$ cat config.mk
export PLATFORM = sky130hd
export DESIGN_NAME = dpp_gen
export DESIGN_NICKNAME = d
export VERILOG_FILES = /design/src/rtl/dpp_pkg.sv /design/src/rtl/dpp_recode.sv /design/src/rtl/dpp_multiples.sv /design/src/rtl/dpp_select_add.sv /design/src/rtl/dpp_gen.sv
export SDC_FILE = /design/constraint.sdc
export NUM_CORES = 1
export LEC_CHECK = 0
export BUFFER_PORTS_ARGS = -buffer_cell sky130_fd_sc_hd__clkbuf_2
export CELL_PAD_IN_SITES_DETAIL_PLACEMENT = 0
export CELL_PAD_IN_SITES_GLOBAL_PLACEMENT = 1
export CORE_MARGIN = 4
export CORE_UTILIZATION = 46
export DETAILED_ROUTE_END_ITERATION = 16
export PLACE_DENSITY_LB_ADDON = 0.1
export SLEW_MARGIN = 25
export SYNTH_ARGS = -nofsm -noshare
export SYNTH_HDL_FRONTEND = slang
export SYNTH_HIERARCHICAL = 1
export SYNTH_SLANG_ARGS = --single-unit
$ cat constraint.sdc
create_clock -name clk -period 22.9 [get_ports clk]
set_input_delay 3.435 -clock clk [delete_from_list [all_inputs] [get_ports clk]]
set_output_delay 3.435 -clock clk [all_outputs]
set_load 0.05 [all_outputs]
$ cat src/rtl/dpp_pkg.sv
package dpp_pkg;

    typedef logic [3:0] bcd_t;

    typedef enum logic [1:0] {
        UP_ZERO = 2'd0,
        UP_FIVE = 2'd1,
        UP_TEN  = 2'd2
    } upper_sel_e;

    typedef enum logic [1:0] {
        LO_ZERO = 2'd0,
        LO_ONE  = 2'd1,
        LO_TWO  = 2'd2
    } lower_mag_e;

    typedef struct packed {
        upper_sel_e up;
        lower_mag_e lo;
        logic       neg;
    } recode_t;

    function automatic bcd_t nines_comp(input bcd_t v);
        return bcd_t'(4'd9 - v);
    endfunction

endpackage

$ cat src/rtl/dpp_recode.sv
module dpp_recode
    import dpp_pkg::*;
(
    input  logic [3:0] digit,
    output recode_t    code
);

    always_comb begin
        code = '{up: UP_ZERO, lo: LO_ZERO, neg: 1'b0};
        unique case (digit)
            4'd0: code = '{up: UP_ZERO, lo: LO_ZERO, neg: 1'b0};
            4'd1: code = '{up: UP_ZERO, lo: LO_ONE,  neg: 1'b0};
            4'd2: code = '{up: UP_ZERO, lo: LO_TWO,  neg: 1'b0};
            4'd3: code = '{up: UP_FIVE, lo: LO_TWO,  neg: 1'b1};
            4'd4: code = '{up: UP_FIVE, lo: LO_ONE,  neg: 1'b1};
            4'd5: code = '{up: UP_FIVE, lo: LO_ZERO, neg: 1'b0};
            4'd6: code = '{up: UP_FIVE, lo: LO_ONE,  neg: 1'b0};
            4'd7: code = '{up: UP_FIVE, lo: LO_TWO,  neg: 1'b0};
            4'd8: code = '{up: UP_TEN,  lo: LO_TWO,  neg: 1'b1};
            4'd9: code = '{up: UP_TEN,  lo: LO_ONE,  neg: 1'b1};
            default: code = '{up: UP_ZERO, lo: LO_ZERO, neg: 1'b0};
        endcase
    end

endmodule

$ cat src/rtl/dpp_multiples.sv
module dpp_multiples #(
    parameter int DIGITS = 8
) (
    input  logic [4*DIGITS-1:0]     x,
    output logic [4*(DIGITS+1)-1:0] x1,
    output logic [4*(DIGITS+1)-1:0] x2,
    output logic [4*(DIGITS+1)-1:0] x5,
    output logic [4*(DIGITS+1)-1:0] x10
);

    localparam int EXT = DIGITS + 2;

    logic [4*EXT-1:0] xe;

    assign xe = {4'h0, x, 4'h0};
    assign x1 = {4'h0, x};

    for (genvar i = 0; i <= DIGITS; i++) begin : g_dig
        logic [3:0] cur;
        logic [3:0] prev;
        logic [4:0] dbl;
        logic [3:0] dbl_mod;

        assign cur  = xe[4*(i+1) +: 4];
        assign prev = xe[4*i +: 4];
        assign dbl  = {cur, 1'b0};

        always_comb begin
            dbl_mod = (dbl >= 5'd10) ? 4'(dbl - 5'd10) : dbl[3:0];
        end

        assign x2[4*i +: 4]  = dbl_mod + {3'b000, (prev >= 4'd5)};
        assign x5[4*i +: 4]  = (cur[0] ? 4'd5 : 4'd0) + {1'b0, prev[3:1]};
        assign x10[4*i +: 4] = prev;
    end

endmodule

$ cat src/rtl/dpp_select_add.sv
module dpp_select_add
    import dpp_pkg::*;
#(
    parameter int DIGITS = 8
) (
    input  recode_t                   code,
    input  logic [4*(DIGITS+1)-1:0]   x1,
    input  logic [4*(DIGITS+1)-1:0]   x2,
    input  logic [4*(DIGITS+1)-1:0]   x5,
    input  logic [4*(DIGITS+1)-1:0]   x10,
    output logic [4*(DIGITS+2)-1:0]   sum,
    output logic                      carry_out
);

    localparam int PD = DIGITS + 2;
    localparam int PW = 4 * PD;

    logic [PW-1:0] op_up;
    logic [PW-1:0] mag_lo;
    logic [PW-1:0] op_lo;
    logic [PD:0]   cy;

    always_comb begin
        unique case (code.up)
            UP_FIVE: op_up = {4'h0, x5};
            UP_TEN:  op_up = {4'h0, x10};
            default: op_up = '0;
        endcase
        unique case (code.lo)
            LO_ONE:  mag_lo = {4'h0, x1};
            LO_TWO:  mag_lo = {4'h0, x2};
            default: mag_lo = '0;
        endcase
    end

    assign cy[0] = code.neg;

    for (genvar i = 0; i < PD; i++) begin : g_add
        logic [4:0] raw;

        assign op_lo[4*i +: 4] = code.neg ? nines_comp(mag_lo[4*i +: 4])
                                          : mag_lo[4*i +: 4];
        assign raw = {1'b0, op_up[4*i +: 4]} + {1'b0, op_lo[4*i +: 4]}
                   + {4'b0000, cy[i]};

        always_comb begin
            if (raw >= 5'd10) begin
                sum[4*i +: 4] = 4'(raw - 5'd10);
                cy[i+1]       = 1'b1;
            end else begin
                sum[4*i +: 4] = raw[3:0];
                cy[i+1]       = 1'b0;
            end
        end
    end

    assign carry_out = cy[PD];

endmodule

$ cat src/rtl/dpp_gen.sv
module dpp_gen
    import dpp_pkg::*;
#(
    parameter int DIGITS = 8
) (
    input  logic                    clk,
    input  logic                    rst_n,
    input  logic                    in_valid,
    input  logic [4*DIGITS-1:0]     multiplicand,
    input  logic [3:0]              mult_digit,
    output logic                    out_valid,
    output logic [4*(DIGITS+2)-1:0] pp_digits,
    output logic                    pp_sub
);

    localparam int XW = 4 * (DIGITS + 1);
    localparam int PW = 4 * (DIGITS + 2);

    recode_t       code;
    logic [XW-1:0] m1, m2, m5, m10;
    logic [PW-1:0] sum_w;
    logic          carry_w;

    dpp_recode u_recode (
        .digit (mult_digit),
        .code  (code)
    );

    dpp_multiples #(.DIGITS(DIGITS)) u_mult (
        .x   (multiplicand),
        .x1  (m1),
        .x2  (m2),
        .x5  (m5),
        .x10 (m10)
    );

    dpp_select_add #(.DIGITS(DIGITS)) u_add (
        .code      (code),
        .x1        (m1),
        .x2        (m2),
        .x5        (m5),
        .x10       (m10),
        .sum       (sum_w),
        .carry_out (carry_w)
    );

    always_ff @(posedge clk) begin
        if (!rst_n) begin
            out_valid <= 1'b0;
            pp_digits <= '0;
            pp_sub    <= 1'b0;
        end else begin
            out_valid <= in_valid;
            if (in_valid) begin
                pp_digits <= sum_w;
                pp_sub    <= code.neg;
            end
        end
    end

    function automatic logic x_is_bcd(input logic [4*DIGITS-1:0] v);
        logic ok;
        ok = 1'b1;
        for (int k = 0; k < DIGITS; k++) begin
            if (v[4*k +: 4] > 4'd9) ok = 1'b0;
        end
        return ok;
    endfunction

    function automatic logic pp_is_bcd(input logic [PW-1:0] v);
        logic ok;
        ok = 1'b1;
        for (int k = 0; k < DIGITS + 2; k++) begin
            if (v[4*k +: 4] > 4'd9) ok = 1'b0;
        end
        return ok;
    endfunction

    AST_VALID_PIPE: assert property (@(posedge clk) disable iff (!rst_n)
        in_valid |=> out_valid);
    AST_IDLE_PIPE: assert property (@(posedge clk) disable iff (!rst_n)
        !in_valid |=> !out_valid);
    AST_HOLD: assert property (@(posedge clk) disable iff (!rst_n)
        !in_valid |=> ($stable(pp_digits) && $stable(pp_sub)));
    AST_SUB_WRAPS: assert property (@(posedge clk) disable iff (!rst_n)
        (in_valid && code.neg && x_is_bcd(multiplicand)) |-> carry_w);
    AST_ADD_NO_WRAP: assert property (@(posedge clk) disable iff (!rst_n)
        (in_valid && !code.neg && x_is_bcd(multiplicand)) |-> !carry_w);
    AST_OUT_BCD: assert property (@(posedge clk) disable iff (!rst_n)
        (in_valid && x_is_bcd(multiplicand)) |=> pp_is_bcd(pp_digits));
    AST_TOP_CLEAR: assert property (@(posedge clk) disable iff (!rst_n)
        (in_valid && x_is_bcd(multiplicand)) |=> (pp_digits[PW-1 -: 4] == 4'd0));
    AST_BAD_DIGIT_ZERO: assert property (@(posedge clk) disable iff (!rst_n)
        (in_valid && mult_digit > 4'd9) |=> (pp_digits == '0 && !pp_sub));

endmodule

==> results.ini <==
[sta]
hold_viol=0
fmax_mhz=50.17
relSlewSlack_pct=51.68
rsz0062_at_grt=no
fin_skew_ps=0
drv_slew=0
setup_violations=0
tns_ps=0
min_period_ps=19930
post-route-worst-setup-slack_ps=2968
tightest_slew_ps=724.8
fin_crit_sh_pct=87.04

[finish]
num_antenna_cells=0
fin_util_pct=47.73
fill_cells=1468
drive_gt1_share_pct=17.49
final_area_mm2=0.006963
fin_nets=978
layout.cells.non_filler=1019
area_delta_synth_final_pct=1.108

[setup_path]
cp_max_fo=29
r2r_end=pp_sub$_SDFFE_PN0P_
rrSetupSlack_ps=22280
arrival_ps=20120
criticalPathCategory=in -> reg
r2r_start=pp_sub$_SDFFE_PN0P_
critPathLaunchType=primary input
required_ps=23090
crit_path_end_kind=register
cp_slowest_cell=or4b_1
slowest_delay_ps=530
reg2reg_depth=2
crit_top_cell=fa_1

[grt]
grtUsageTotal_pct=18.72
overflow=0
antenna_found_initial=0
first_global_vias=5382
grt_pass1_wl_mm=26.01
grt_max_degree=43

[floorplanning]
initial_core_util_pct=47.20
coreArea_mm2=0.01459
die_w_um=130.4
ios=81
fp-row-count=44
die-height_um=130.4
dieArea_mm2=0.01699

[power]
ir_worst_vdd_uv=36.18
p_leak_nw=3.352
powerDensity_mw_per_mm2=55.33

[clocking]
htree_levels=2
cts_sinks=42
cts.reportedPaths.clkPinSlew_ps=70
cts_inserted_buffers=5
clock-root-buffer=clkbuf_16
cts.path.max_buffers=2
cts_tree=yes
post_cts_buffers=0
cts_resized=0
clock_latency_ps=300
hold_buffers=0

[placed_design]
finalWeightedCongestion=0.8202
dp_hpwl_mm=11.56
placed_cells=1011
postPlaceCellArea_mm2=0.006769
preCtsSetupSlack_ps=2678
numPortBuffers=80

[min_path]
holdCritPathClass=reg -> reg
hp-start=pp_digits[19]$_SDFFE_PN0P_
min_path_cells=2
hold_path_end=pp_digits[19]$_SDFFE_PN0P_

[drt]
drc=0
routed_wl_mm=15.43
antenna_left=0
wire_per_inst_um=15.14
vias=5422
drtIter0Drc=187
vias_per_cell=5.321
first_pass_iters=7

[synthesis]
postSynthCellCount=846
yosysWarnings=6
synth_area_mm2=0.006887
avgSynthCellArea_um2=8.140

[run]
drv_cap=0

[status]
status=finished clean

==> worst max path at each step <==
stage | start | to | slack, ps | cells past startpoint
3_5_place_dp | mult_digit[2] | pp_digits[36]$_SDFFE_PN0P_ | 2680 | 65
4_1_cts | mult_digit[2] | pp_digits[36]$_SDFFE_PN0P_ | 2970 | 65
3_3_place_gp | mult_digit[2] | pp_digits[36]$_SDFFE_PN0P_ | 3150 | 67
6_report | mult_digit[2] | pp_digits[36]$_SDFFE_PN0P_ | 2970 | 65
5_1_grt | mult_digit[2] | pp_digits[36]$_SDFFE_PN0P_ | 1760 | 64
2_1_floorplan | mult_digit[2] | pp_digits[36]$_SDFFE_PN0P_ | 4170 | 67
==> cell usage in the layout, fill, tap and decap left out, types with 35 or more instances in the layout <==
| cell type | n |
|---|---|
| inv_1 | 60 |
| o21ai_0 | 35 |
| mux2i_1 | 58 |
| nor2b_1 | 58 |
| dfxtp_1 | 42 |
| nor2_1 | 45 |
| ha_1 | 88 |
| a22oi_1 | 53 |
| clkbuf_2 | 80 |
| nand2_1 | 69 |
==> layer usage <==
metal / vias to the layer above / GRT usage, % / wire [um]
met4: 0 / 4.174 / 140
met3: 10 / 2.620 / 529
met5: - / 0 / 0
li1: 2771 / - / -
met1: 2555 / 24.51 / 7370
met2: 86 / 32.74 / 7390
==> worst max-delay path, delay by kind of cell <==
kind	cells	cell delay, ps
compound gates	12	2600
mux	1	130
buf+inv	5	980
xor+xnor	7	1650
simple gates	12	1330
fa+ha+maj	28	9990
==> state kept, by name, indices dropped and copies added, names as in the netlist <==
register	cells
out_valid	1
pp_digits	40
pp_sub	1
==> report_power, final <==
group,internal [mW],switching [mW]
clock,0.0628,0.0350
combinational,0.0750,0.126
sequential,0.0823,0.00439
total,0.220,0.165
==> final cells by class <==
type	count	area, um^2	area share [%]
multi-input cells	637	5012	71.99
well taps	184	230.2	3.306
clock buffers	5	125.1	1.797
clock inverters	3	68.82	0.9883
repair buffers	88	460.4	6.613
flip-flops and latches	42	840.8	12.08
inverters	60	225.2	3.235
==> through the flow <==
step / power [mW] / hold slack, ps
2_1_floorplan: 0.2533 / 742.9
3_3_place_gp: 0.2848 / 495.3
3_5_place_dp: 0.2904 / 506.6
4_1_cts: 0.3917 / 523.2
5_1_grt: 0.4171 / 538.8
6_report: 0.3853 / 516.9
Note: power is estimated with default switching activity, not from simulation.
